===== src/rtl/strobe_fifo_pkg.sv =====
package strobe_fifo_pkg;

    // Edge events derived from one sampled strobe
    typedef struct packed {
        logic rise;
        logic fall;
    } strobe_ev_t;

    function automatic strobe_ev_t edge_of(input logic prev, input logic cur);
        strobe_ev_t ev;
        ev.rise = cur & ~prev;
        ev.fall = prev & ~cur;
        return ev;
    endfunction

endpackage


===== src/rtl/strobe_edge.sv =====
module strobe_edge
    import strobe_fifo_pkg::*;
(
    input  logic       clk,
    input  logic       rst,
    input  logic       level,
    output strobe_ev_t ev
);
    logic level_q;

    always_ff @(posedge clk) begin
        if (rst) level_q <= 1'b0;
        else     level_q <= level;
    end

    assign ev = edge_of(level_q, level);
endmodule


===== src/rtl/latency_timer.sv =====
module latency_timer #(
    parameter int LAT = 2
) (
    input  logic clk,
    input  logic rst,
    input  logic start,
    output logic busy,
    output logic done
);
    localparam int CW = (LAT < 2) ? 1 : $clog2(LAT + 1);

    logic [CW-1:0] cnt_q;

    always_ff @(posedge clk) begin
        if (rst) begin
            busy  <= 1'b0;
            cnt_q <= '0;
        end else if (start && !busy) begin
            busy  <= 1'b1;
            cnt_q <= CW'(LAT - 1);
        end else if (busy) begin
            if (cnt_q == '0) busy <= 1'b0;
            else             cnt_q <= cnt_q - 1'b1;
        end
    end

    assign done = busy && (cnt_q == '0);
endmodule


===== src/rtl/fifo_mem.sv =====
module fifo_mem #(
    parameter int WIDTH = 8,
    parameter int DEPTH = 16,
    localparam int AW = $clog2(DEPTH)
) (
    input  logic             clk,
    input  logic             we,
    input  logic [AW-1:0]    waddr,
    input  logic [WIDTH-1:0] wdata,
    input  logic [AW-1:0]    raddr,
    output logic [WIDTH-1:0] rdata
);
    logic [WIDTH-1:0] cells [DEPTH];

    always_ff @(posedge clk) begin
        if (we) cells[waddr] <= wdata;
    end

    assign rdata = cells[raddr];
endmodule


===== src/rtl/strobe_fifo.sv =====
module strobe_fifo
    import strobe_fifo_pkg::*;
#(
    parameter int WIDTH  = 8,
    parameter int DEPTH  = 16,
    parameter int FT_LAT = 2,
    parameter int FS_LAT = 2
) (
    input  logic             clk,
    input  logic             rst,
    input  logic             shift_in,
    input  logic [WIDTH-1:0] data_in,
    output logic             in_ready,
    input  logic             shift_out,
    input  logic             out_en,
    output logic             out_ready,
    output logic [WIDTH-1:0] data_out,
    output logic             err_pulse
);
    localparam int AW = $clog2(DEPTH);
    localparam int PW = AW + 1;
    localparam logic [PW-1:0] FULL_LVL = PW'(DEPTH);

    strobe_ev_t si_ev, so_ev;

    logic [PW-1:0]    wptr_q, rptr_q, wptr_n, rptr_n, level_q, level_n;
    logic             ir_q, or_q, wr_pend_q, rd_pend_q, err_q;
    logic             ir_n, or_n, wr_pend_n, rd_pend_n, err_n;
    logic [WIDTH-1:0] dout_q, dout_n, rd_word;
    logic             ft_start, ft_busy, ft_done;
    logic             fs_start, fs_busy, fs_done;
    logic             wr_accept, fs_cap, fs_open, mem_we;
    logic             wr_commit, rd_start, rd_commit, full_n;
    logic [AW-1:0]    rd_addr;

    strobe_edge u_si_edge (.clk(clk), .rst(rst), .level(shift_in),  .ev(si_ev));
    strobe_edge u_so_edge (.clk(clk), .rst(rst), .level(shift_out), .ev(so_ev));

    latency_timer #(.LAT(FT_LAT)) u_ft_timer (
        .clk(clk), .rst(rst), .start(ft_start), .busy(ft_busy), .done(ft_done));
    latency_timer #(.LAT(FS_LAT)) u_fs_timer (
        .clk(clk), .rst(rst), .start(fs_start), .busy(fs_busy), .done(fs_done));

    fifo_mem #(.WIDTH(WIDTH), .DEPTH(DEPTH)) u_mem (
        .clk(clk), .we(mem_we), .waddr(wptr_q[AW-1:0]), .wdata(data_in),
        .raddr(rd_addr), .rdata(rd_word));

    assign level_q = wptr_q - rptr_q;

    always_comb begin
        // producer side
        wr_accept = si_ev.rise && ir_q;
        fs_cap    = fs_done && shift_in;
        fs_open   = fs_done && !shift_in;
        mem_we    = wr_accept || fs_cap;
        wr_commit = si_ev.fall && wr_pend_q;
        // consumer side
        rd_start  = so_ev.rise && or_q;
        rd_commit = so_ev.fall && rd_pend_q;
        err_n     = (si_ev.rise && !ir_q && !fs_done) || (so_ev.fall && !rd_pend_q);

        wptr_n  = wptr_q + PW'(wr_commit);
        rptr_n  = rptr_q + PW'(rd_commit);
        level_n = wptr_n - rptr_n;
        full_n  = (level_n == FULL_LVL);

        if (mem_we)         ir_n = 1'b0;
        else if (wr_commit) ir_n = !full_n;
        else if (fs_open)   ir_n = 1'b1;
        else                ir_n = ir_q;

        if (mem_we)         wr_pend_n = 1'b1;
        else if (wr_commit) wr_pend_n = 1'b0;
        else                wr_pend_n = wr_pend_q;

        if (rd_start)       or_n = 1'b0;
        else if (rd_commit) or_n = (level_n != '0);
        else if (ft_done)   or_n = 1'b1;
        else                or_n = or_q;

        if (rd_start)       rd_pend_n = 1'b1;
        else if (rd_commit) rd_pend_n = 1'b0;
        else                rd_pend_n = rd_pend_q;

        rd_addr = rd_commit ? rptr_n[AW-1:0] : rptr_q[AW-1:0];
        if ((rd_commit && level_n != '0) || ft_done) dout_n = rd_word;
        else                                         dout_n = dout_q;

        fs_start = !ir_n && !wr_pend_n && !full_n && !fs_busy;
        ft_start = !or_n && !rd_pend_n && (level_n != '0) && !ft_busy;
    end

    always_ff @(posedge clk) begin
        if (rst) begin
            wptr_q    <= '0;
            rptr_q    <= '0;
            ir_q      <= 1'b1;
            or_q      <= 1'b0;
            wr_pend_q <= 1'b0;
            rd_pend_q <= 1'b0;
            err_q     <= 1'b0;
            dout_q    <= '0;
        end else begin
            wptr_q    <= wptr_n;
            rptr_q    <= rptr_n;
            ir_q      <= ir_n;
            or_q      <= or_n;
            wr_pend_q <= wr_pend_n;
            rd_pend_q <= rd_pend_n;
            err_q     <= err_n;
            dout_q    <= dout_n;
        end
    end

    assign in_ready  = ir_q;
    assign out_ready = or_q;
    assign err_pulse = err_q;
    assign data_out  = out_en ? dout_q : '0;

    // an accepted store closes the input side on the next cycle
    assert_store_drops_ready_R2: assert property (@(posedge clk) disable iff (rst)
        (si_ev.rise && ir_q) |=> !ir_q);
    // the fill level stays within the storage
    assert_no_overflow_R3: assert property (@(posedge clk) disable iff (rst)
        level_q <= FULL_LVL);
    // a full buffer never advertises space
    assert_full_blocks_input_R4: assert property (@(posedge clk) disable iff (rst)
        (level_q == FULL_LVL) |-> !ir_q);
    // an acknowledge drops the output flag
    assert_ack_drops_ready_R6: assert property (@(posedge clk) disable iff (rst)
        (so_ev.rise && or_q) |=> !or_q);
    // an empty buffer never presents a word
    assert_empty_blocks_output_R7: assert property (@(posedge clk) disable iff (rst)
        (level_q == '0) |-> !or_q);
endmodule


===== config.mk =====
export PLATFORM = sky130hd
export DESIGN_NAME = strobe_fifo
export DESIGN_NICKNAME = d
export VERILOG_FILES = /design/src/rtl/strobe_fifo_pkg.sv /design/src/rtl/strobe_edge.sv /design/src/rtl/latency_timer.sv /design/src/rtl/fifo_mem.sv /design/src/rtl/strobe_fifo.sv
export SDC_FILE = /design/constraint.sdc
export NUM_CORES = 1
export LEC_CHECK = 0
export BUFFER_PORTS_ARGS = -buffer_cell sky130_fd_sc_hd__buf_2
export CAP_MARGIN = 5
export CORE_AREA = 3 3 114 116
export DETAILED_ROUTE_END_ITERATION = 6
export DIE_AREA = 0 0 117 119
export GPL_ROUTABILITY_DRIVEN = 1
export HOLD_SLACK_MARGIN = 0.08
export PLACE_DENSITY = 0.79
export REMOVE_ABC_BUFFERS = 1
export SKIP_CTS_REPAIR_TIMING = 1
export SLEW_MARGIN = 10
export SYNTH_ARGS = -nofsm -noshare
export SYNTH_HDL_FRONTEND = slang
export SYNTH_SLANG_ARGS = --single-unit

===== constraint.sdc =====
create_clock -name clk -period 3.8 [get_ports clk]
set_input_delay 0.19 -clock clk [delete_from_list [all_inputs] [get_ports clk]]
set_output_delay 0.19 -clock clk [all_outputs]
set_load 0.005 [all_outputs]

-- After elaboration in Yosys (flattened, before gate mapping)
Memory sizes are Yosys's and may differ from the RTL's. A register that Yosys moved wholly into a read port is not among the register bits.
Cells that the tools add are included.
- register bits: 23
- RAM bits: 128
- input bits: 13
- output and inout bits: 11
- logic and storage cells: 105
- memories kept: 1
- memories (name ; words ; bits a word ; rd ports ; clocked after Yosys merged registers in ; write ports ; RTL line ; RTL):
    u_mem.cells ; 16 ; 8 ; 1 ; 1 ; 1 ; fifo_mem.sv:13 ; logic [WIDTH-1:0] cells [DEPTH];
- add/sub/neg operators: 5
- equal/unequal tests: 3
- mux-type cells: 26
- bitwise gates (word level): 10
- reductions and logical operators: 45
- operators by type and width (operator ; number):
    1-bit 2-to-1 mux ; 24
    1-bit logical AND ; 20
    1-bit zero test ; 11
    5-bit by 1-bit adder with 5-bit output ; 2
    8-bit 2-to-1 mux ; 1
    2-bit AND reduction ; 4
    1-bit inverter ; 6
    5-bit == test (second input constant) ; 1
    5-bit nonzero test ; 1
    5-bit subtractor ; 1
    1-bit AND ; 4
    2-bit zero test ; 2
    4-bit 2-to-1 mux ; 1
    2-bit by 1-bit != test with 1-bit output (second input constant) ; 2
    2-bit nonzero test ; 2
    2-bit OR reduction ; 2
    2-bit by 1-bit subtractor with 2-bit output (second input constant) ; 2
    1-bit logical OR ; 3

-- Logic depth before layout (Yosys ltp)
Gate-level depths: netlist of run 1.
- depth in word-level cells: 16
- gate-level depth with buffers: 15
- mapped depth without buffers: 12

-- Modules after synthesis
A second synthesis of run 1 with hierarchy kept.
- cells, all modules: 401
- area, all modules: 6739.0 um^2
- modules (own cells, without submodules) (module ; times used ; cells an instance ; area an instance (um^2)):
    fifo_mem ; 1 ; 221 ; 4987.3
    strobe_fifo ; 1 ; 140 ; 1382.6
    latency_timer (u_fs_timer) ; 1 ; 16 ; 147.6
    latency_timer (u_ft_timer) ; 1 ; 16 ; 143.9
    strobe_edge ; 2 ; 4 ; 38.8

-- Worst setup path before layout of run 1
OpenSTA, ideal clock, no wires.
- path type: reg-to-reg
- start: register rd_pend_q
- end: register u_ft_timer.cnt_q[1]
- library setup time: 0.116 ns
- arrival: 3.108 ns
- data required time: 3.684 ns
- slack: 0.577 ns
- stages on the path, launching flop included: 15
- path buffers: 2
- period minus slack after synthesis: 3.223 ns
- cell sequence: dfxtp_1 nand3b_2 inv_2 buf_2 clkbuf_1 ha_1 nand3_1 xor2_1 ha_1 a31o_1 a31oi_4 xnor2_2 nor2_1 or4_1 and3b_1
- longest elaborated chain between the ends: 12
- RTL lines (item ; RTL line ; RTL):
    from (decl) ; strobe_fifo.sv:27 ; logic ir_q, or_q, wr_pend_q, rd_pend_q, err_q;
    from (signal assigned) ; strobe_fifo.sv:109 ; rd_pend_q <= rd_pend_n;
    1-bit logical AND ; strobe_fifo.sv:59 ; rd_commit = so_ev.fall && rd_pend_q;
    5-bit by 1-bit adder with 5-bit output ; strobe_fifo.sv:63 ; rptr_n = rptr_q + PW'(rd_commit);
    5-bit subtractor ; strobe_fifo.sv:64 ; level_n = wptr_n - rptr_n;
    5-bit nonzero test ; strobe_fifo.sv:77, strobe_fifo.sv:90 ;
    1-bit 2-to-1 mux ; strobe_fifo.sv:77 ; else if (rd_commit) or_n = (level_n != '0);
    1-bit 2-to-1 mux ; strobe_fifo.sv:76 ; if (rd_start) or_n = 1'b0;
    1-bit zero test ; strobe_fifo.sv:90 ; ft_start = !or_n && !rd_pend_n && (level_n != '0) && !ft_busy;
    1-bit logical AND ; strobe_fifo.sv:90 ;
    1-bit logical AND (*) (2 in a row) ; strobe_fifo.sv:90 ;
    1-bit logical AND (*) ; latency_timer.sv:18 ; end else if (start && !busy) begin
    2-bit OR reduction (no line) (*) ; n/a ;
    to (signal assigned) ; latency_timer.sv:20 ; cnt_q <= CW'(LAT - 1);
    to (signal assigned) ; latency_timer.sv:23 ; else cnt_q <= cnt_q - 1'b1;
    to (decl) ; latency_timer.sv:12 ; logic [CW-1:0] cnt_q;
Mark *: on every way between the ends. The rest lies on a longest branch, timed or not.
A chain may end at the register's enable or synchronous reset.

-- Final worst setup path of run 1
- start: input shift_out
- end: register dout_q[5], read port of u_mem.cells
- longest elaborated chain between the ends: 8
- RTL lines (item ; RTL line ; RTL):
    from (decl) ; strobe_fifo.sv:14 ; input logic shift_out,
    1-bit inverter (*) ; strobe_fifo_pkg.sv:12 ; ev.fall = prev & ~cur;
    1-bit AND (*) ; strobe_fifo_pkg.sv:12 ;
    1-bit logical AND (*) ; strobe_fifo.sv:59 ;
    5-bit by 1-bit adder with 5-bit output ; strobe_fifo.sv:63 ;
    5-bit subtractor ; strobe_fifo.sv:64 ;
    5-bit nonzero test ; strobe_fifo.sv:86 ; if ((rd_commit && level_n != '0) || ft_done) dout_n = rd_word;
    1-bit logical AND ; strobe_fifo.sv:86 ;
    1-bit logical OR ; strobe_fifo.sv:86 ;
    to (decl) ; strobe_fifo.sv:29 ; logic [WIDTH-1:0] dout_q, dout_n, rd_word;
Marked as above.

==> results of run 1 <==
-- final cells by class --
cell class / count / area share
clock buffer: 18 / 0.0518
clock inverter: 14 / 0.0166
inverter: 13 / 0.00589
multi-input combinational: 394 / 0.335
sequential: 159 / 0.539
tap: 147 / 0.0222
timing repair buffer: 39 / 0.0290
-- through the flow --
step	utilization	TNS, ps	hold WS [ps]
final	0.690	0	158
after global placement	0.641	0	451
after global routing	0.690	0	152
after CTS	0.688	0	20.3
after detailed placement	0.641	0	477
after floorplan	-	-14800	257
-- registers in the layout (all words and copies together), names as in the netlist --
signal,count
dout_q,8
err_pulse,1
in_ready,1
out_ready,1
rd_pend_q,1
rptr_q,5
u_fs_timer.busy,1
u_fs_timer.cnt_q,2
u_ft_timer.busy,1
u_ft_timer.cnt_q,2
u_mem.cells,128
u_si_edge.level_q,1
u_so_edge.level_q,1
wptr_q,5
wr_pend_q,1
-- per-layer routing --
metal	GRT usage	up-vias	wire length, um
li1	-	2372	-
met1	0.364	2562	7210
met2	0.413	269	8660
met3	0.0803	38	1670
met4	0.0975	0	421
met5	0.0157	-	0
-- power by group --
part / total [mW] / leakage, nW / switching (mW) / internal, mW
clock network: 1.64 / 0.270 / 0.724 / 0.912
logic: 0.116 / 1.03 / 0.0756 / 0.0404
registers: 1.90 / 1.41 / 0.00850 / 1.89
-- logic make-up after synthesis --
logic type / share of synthesized area
adder cells (fa/ha/maj): 0.0151
AO/OA/AOI/OAI: 0.138
AND/OR/NAND/NOR: 0.125
flip-flops: 0.598
XOR/XNOR: 0.0205
multiplexers: 0.0736
buffers and inverters: 0.0298
-- worst paths after layout --
check                          from            endpoint  slack (ps)  cells after the start
hold reg to reg           wr_pend_q           wr_pend_q         490                      2
setup reg to reg  u_si_edge.level_q           dout_q[5]         570                     12
setup / recovery          shift_out           dout_q[5]         440                     14
hold / removal           data_in[4]  u_mem.cells[15][4]         160                      1
-- cell usage after synthesis (2+ instances only) --
cell,number,share of area
o41ai_1,2,0.0023
mux2_2,11,0.017
a211oi_1,23,0.023
nor3b_1,11,0.011
a221oi_1,4,0.0047
nor2b_1,17,0.014
nor2_1,38,0.019
nand3_1,15,0.010
a31oi_1,4,0.0034
o21ai_1,8,0.0054
buf_4,2,0.0020
nand3b_1,10,0.010
xnor2_1,5,0.0059
buf_1,3,0.0015
o22ai_1,17,0.014
or3_1,7,0.0059
inv_1,11,0.0055
edfxtp_1,128,0.52
o2111ai_1,2,0.0023
nand2_1,19,0.0096
nor4_1,4,0.0034
mux2i_1,38,0.051
a21oi_1,31,0.021
xor2_1,5,0.0059
xnor2_2,3,0.0065
and2_1,10,0.0084
clkbuf_1,15,0.0075
buf_2,16,0.011
o22a_1,3,0.0035
o311ai_0,7,0.0082
o32ai_1,2,0.0023
o21ai_0,27,0.018
o221ai_1,7,0.0082
ha_1,9,0.015
dfxtp_1,31,0.083
nor3_1,19,0.013
and3b_1,3,0.0035
nand2b_1,5,0.0042
mux4_2,2,0.0060
a21o_1,4,0.0040
-- critical path, delay by kind of cell --
family                     cells  cell delay [ps]
and+or+nand+nor                5             1120
buffers and inverters          4             1000
AOI/OAI and AO/OA              3              910
adders and majority gates      2              460
==> metrics.cfg, run 1 <==
[cells_and_area]
fin_cells = 784
nFillCells = 845
final_common_cell = edfxtp_1
seqCellArea_um2 = 4460
area_growth_pct = 11.0
antennaDiodeCount = 0
nets = 646
drive_above_1_share = 0.154
multi_input_area_um2 = 2780
final_cell_mix = 128 x edfxtp_1, 38 x nor2_1, 38 x mux2i_1, 31 x a21oi_1, 31 x dfxtp_1
final_area_um2 = 8280

[worst_setup_path]
arrival_ps = 3680
cp.required_ps = 4130
slowest_stage = o31ai_4
slowest_delay_ps = 550
crit_type = primary input to flip-flop
crit_path_start_kind = primary input
crit_chain = dlygate4sd3_1 -> buf_2 -> nand3b_2 -> inv_2 -> ha_2 -> ha_1 -> buf_4 -> and2b_1 -> o22a_1 -> nor4_1 -> nor3_2 -> o31ai_4 -> nand3b_1 -> o41ai_1
path_max_fanout = 23
cp-end-kind = flip-flop

[synth]
ys_warn_count = 0
synth_area_um2 = 7460
synth_cell_types = 65
syn_inst = 603
synth_edf_count = 128
seq_area_frac_synth = 0.598
synth_seq_cells = 159
synth_async_sr_flop_share = 0
synthFlopType = edfxtp_1
syn_avg_cell_area_um2 = 12.4

[route]
drtIter0Drc = 687
routed-via-count = 5241
wl_per_cell_um = 22.9
wl_um = 18000
antenna_left = 0
firstDrtPassIters = 6
drc = 0
routed_via_density = 6.68

[grt]
grt_usage = 0.269
antenna_found_initial = 0
overflow = 0
grt_max_degree = 49
grt_pass1_vias = 5001
grt_pass1_wl_um = 27600

[floorplan]
die_y_um = 119
pin_count = 24
fp.dieW_um = 117
initial_core_util = 0.621
die-area_um2 = 13900
core_um2 = 12000
rows = 40

[sta]
fmax_ghz = 0.298
relSlewSlack = 0.389
timing.final.crit_period_ps = 3360
finalSetupViolations = 0
grt_setup_unrepaired = no
fin_ws_ps = 441
fin_crit_sh = 0.884
fin_skew_ps = 7.55
drv_slew = 0
timing_hold_violations_final = 0
worst_pin_slew_ps = 912

[run]
drv_cap = 0

[cts]
clock_sinks = 159
cts-root-buf = clkbuf_16
clk_path_buf_depth = 2
path_clk_slew_ps = 60
insertion_delay_ps = 430
cts_buffers = 17
ctsHtreeMaxLevel = 4
cts_tree = built

[placed_design]
pre_cts_slack_ps = 599
dp_hpwl_um = 11900
numPortBuffers = 23
place_inst = 750
placed_area_um2 = 7700
routabilityCongestion = 0.896

[power_and_ir_drop]
irDropWorstVdd_mv = 0.415
total_leakage_power_nw = 2.71
power_mw = 3.65
power.density_nw_per_um2 = 441

[min_path]
hold_class = primary input to flip-flop

[status]
status = completed

Note: power is estimated with default switching activity, not from simulation.
==> run 2, diff against run 1 <==
CORE_AREA = 2 2 113 115   (was 3 3 114 116)
DIE_AREA = 0 0 115 117   (was 0 0 117 119)
==> metrics.cfg, run 2 (same netlist as run 1, synthesis figures left out) <==
[status]
status = completed

[sta]
fin_skew_ps = 12.7
timing.final.crit_period_ps = 3410
fmax_ghz = 0.293
timing_hold_violations_final = 0
relSlewSlack = 0.391
finalSetupViolations = 0
fin_crit_sh = 0.898
whs_ps = 152
worst_pin_slew_ps = 910
grt_setup_unrepaired = no
drv_slew = 0

[cts]
cts-root-buf = clkbuf_16
clk_path_buf_depth = 2
ctsHtreeMaxLevel = 4
insertion_delay_ps = 430
cts_buffers = 17
path_clk_slew_ps = 60
cts_tree = built
clock_sinks = 159

[grt]
grt_pass1_wl_um = 26800
overflow = 0
antenna_found_initial = 0
grt_pass1_vias = 5100
grt_usage = 0.271
grt_max_degree = 40

[placed_design]
numPortBuffers = 23
dp_hpwl_um = 11300
routabilityCongestion = 0.824

[power_and_ir_drop]
power.density_nw_per_um2 = 442
total_leakage_power_nw = 2.69
irDropWorstVdd_mv = 0.347

[cells_and_area]
drive_above_1_share = 0.145
regMostFlops = u_mem.cells
reg_top3 = u_mem.cells: 128 flops, dout_q: 8 flops
nets = 644
final_cell_mix = 128 x edfxtp_1, 38 x nor2_1, 38 x mux2i_1, 31 x a21oi_1, 31 x dfxtp_1
antennaDiodeCount = 0
multi_input_area_um2 = 2780
area_growth_pct = 10.9
utilization = 0.672
final_common_cell = edfxtp_1
nFillCells = 878
largest_reg_flops = 128
seqCellArea_um2 = 4460

[worst_setup_path]
cp-end-kind = flip-flop
path_max_fanout = 35
crit_path_start_kind = primary input
arrival_ps = 3740
crit_type = primary input to flip-flop
cp.required_ps = 4120
r2r_cells = 12

[floorplan]
fp.dieW_um = 115
core_um2 = 12300
pin_count = 24
die-area_um2 = 13500
rows = 41
die_y_um = 117
initial_core_util = 0.606

[min_path]
hold_class = primary input to flip-flop
whs_path_depth = 1

[route]
wl_um = 17200
drc = 0
firstDrtPassIters = 7
wl_per_cell_um = 22.0
antenna_left = 0
routed_via_density = 6.68
routed-via-count = 5245
drtIter0Drc = 526

[run]
drv_cap = 0

-- run 2: changes by cell type in the layout (fill, tap and decap cells not counted), moves of 2 or more --
cell,change
clkbuf_1,+4
buf_4,-2
inv_8,-2
clkinv_4,-3
-- run 2: layer usage --
layer	wire length, um	part of all wire	global-route usage	vias up
met3	1410	0.082	0.0680	42
li1	-	-	-	2369
met1	6920	0.40	0.339	2554
met2	8530	0.49	0.462	280
met5	0	0	0	-
met4	382	0.022	0.101	0
-- run 2: final cells by class --
cell class              instances  share of cell area
multi-input cells             394               0.336
flip-flops and latches        159               0.539
well taps                     150              0.0227
repair buffers                 37              0.0272
inverters                      13             0.00590
clock buffers                  23              0.0553
clock inverters                 9              0.0136
-- run 2: worst paths after layout --
path / start / end / slack, ps
max: shift_out / dout_q[5] / 390
min: data_in[6] / u_mem.cells[11][6] / 150
max reg2reg: rd_pend_q / dout_q[5] / 520
min reg2reg: dout_q[6] / dout_q[6] / 480
-- run 2: per-stage QoR --
stage	cell area [um^2]	total power [mW]	setup TNS, ps	std cells	worst slack, ps
after detailed placement	7680	2.05	0	751	545
after global routing	8280	3.77	0	785	141
final	8280	3.66	0	785	386
after global placement	7680	2.04	0	751	678
after floorplan	7290	1.99	-14800	566	-1020
after CTS	8260	3.67	0	783	523
-- run 2: critical path, stage by stage --
cell and delay (ps):
dlygate4sd3_1 530, buf_2 140, nand3b_2 220, inv_2 70, ha_2 200, ha_1 260, buf_4 290, and2b_1 240
o22a_1 270, nor4_1 380, nor3_2 170, o31ai_4 540, nand3b_1 150, o41ai_1 90
-- run 2: power breakdown --
| group | switching, mW | leakage [nW] | internal (mW) |
|---|---|---|---|
| logic | 0.0715 | 1.02 | 0.0402 |
| clock network | 0.657 | 0.264 | 0.984 |
| registers | 0.00867 | 1.41 | 1.90 |
==> run 3, diff against run 2 <==
==> constraint.sdc (replaced) <==
create_clock -name clk -period 3.8 [get_ports clk]
set_input_delay 0.38 -clock clk [delete_from_list [all_inputs] [get_ports clk]]
set_output_delay 0.38 -clock clk [all_outputs]
set_load 0.005 [all_outputs]
==> metrics.cfg, run 3 (same netlist as run 1, synthesis figures left out) <==
[grt]
grt_max_degree = 42
overflow = 0
grt_pass1_vias = 4937
grt_usage = 0.268
grt_pass1_wl_um = 26400
antenna_found_initial = 0

[sta]
grt_setup_unrepaired = no
drv_slew = 0
fin_crit_sh = 0.885
fmax_ghz = 0.297
whs_ps = 209
relSlewSlack = 0.372
timing_hold_violations_final = 0
worst_pin_slew_ps = 939
fin_skew_ps = 11.2
timing.final.crit_period_ps = 3360
finalSetupViolations = 0

[cells_and_area]
reg_top3 = u_mem.cells: 128 flops, dout_q: 8 flops
drive_above_1_share = 0.148
regMostFlops = u_mem.cells
largest_reg_flops = 128
nets = 644
antennaDiodeCount = 0
fin_cells = 784
final_common_cell = edfxtp_1
final_cell_mix = 128 x edfxtp_1, 38 x nor2_1, 38 x mux2i_1, 31 x a21oi_1, 31 x dfxtp_1
area_growth_pct = 10.3

[worst_setup_path]
path_max_fanout = 16
r2r_cells = 12
cp-end-kind = flip-flop
crit_type = flip-flop to flip-flop
slowest_delay_ps = 560
crit_chain = inv_1 -> nor3b_1 -> ha_1 -> nand3_1 -> xnor2_1 -> ha_1 -> nand3_1 -> a211oi_1 -> nor3_2 -> o31ai_4 -> nand3b_1 -> o41ai_1
crit_path_start_kind = flip-flop
arrival_ps = 3690
rrSetupSlack_ps = 440
worstReg2RegEnd = dout_q[4]
cp.required_ps = 4120
slowest_stage = o31ai_4
reg2reg_from = u_si_edge.level_q

[route]
antenna_left = 0
routed_via_density = 6.56
drc = 0
wl_per_cell_um = 21.7
firstDrtPassIters = 5
wl_um = 17000
routed-via-count = 5144
drtIter0Drc = 547

[power_and_ir_drop]
power_mw = 3.51
power.density_nw_per_um2 = 427
total_leakage_power_nw = 2.67
irDropWorstVdd_mv = 0.319

[run]
drv_cap = 0

[cts]
clk_path_buf_depth = 2
cts-root-buf = clkbuf_16
cts_tree = built
clock_sinks = 159
ctsHtreeMaxLevel = 4
path_clk_slew_ps = 60
insertion_delay_ps = 440
cts_buffers = 17

[floorplan]
pin_count = 24
die_y_um = 117
fp.dieW_um = 115
core_um2 = 12300
die-area_um2 = 13500
rows = 41
initial_core_util = 0.606

[placed_design]
place_inst = 753
numPortBuffers = 23
routabilityCongestion = 0.795
dp_hpwl_um = 11000

[min_path]
hold_path_end = u_so_edge.level_q
min_from = shift_out
hold_class = primary input to flip-flop
whs_path_depth = 2

[status]
status = completed

[run 3: power by group]
part           leakage [nW]  switching, mW  internal [mW]
logic                  1.03         0.0694         0.0390
clock network         0.238          0.676          0.824
registers              1.41        0.00894           1.90
[run 3: layout make-up]
cell class / count / area (um^2)
Clock buffer: 17 / 425
Clock inverter: 14 / 92.6
Fill cell: 904 / 4080
Inverter: 13 / 48.8
Multi-Input combinational cell: 394 / 2780
Sequential cell: 159 / 4460
Tap cell: 150 / 188
Timing Repair Buffer: 37 / 233
[run 3: routing by layer]
layer / GRT usage / part of all wire / vias to the layer above
met2: 0.441 / 0.48 / 258
met4: 0.118 / 0.025 / 0
met3: 0.0783 / 0.097 / 40
met1: 0.333 / 0.39 / 2482
li1: - / - / 2364
met5: 0 / 0 / -
[run 3: metrics by stage]
| stage | TNS, ps | setup WS [ps] | util | cell area [um^2] |
|---|---|---|---|---|
| 6_report | 0 | 438 | 0.668 | 8230 |
| 5_1_grt | 0 | 175 | 0.668 | 8230 |
| 4_1_cts | 0 | 496 | 0.668 | 8230 |
| 3_5_place_dp | 0 | 456 | 0.626 | 7710 |
| 3_3_place_gp | 0 | 611 | 0.626 | 7710 |
| 2_1_floorplan | -16700 | -1140 | - | 7290 |
[run 3: critical path: cells and delay by family (launching register included)]
family / cells / cell delay, ps
adders and majority gates: 2 / 690
buffers and inverters: 1 / 70
xor gates and xnor gates: 1 / 200
AOI/OAI and AO/OA: 3 / 990
DFF: 1 / 300
and+or+nand+nor: 5 / 1010
[run 3: worst max-delay path by stage]
| stage | startpoint | endpoint | cells past startpoint |
|---|---|---|---|
| 2_1_floorplan | shift_out | dout_q[3] | 11 |
| 3_3_place_gp | shift_out | dout_q[3] | 13 |
| 3_5_place_dp | shift_out | dout_q[1] | 13 |
| 4_1_cts | u_si_edge.level_q | dout_q[4] | 12 |
| 5_1_grt | u_si_edge.level_q | dout_q[5] | 12 |
| 6_report | u_si_edge.level_q | dout_q[4] | 12 |
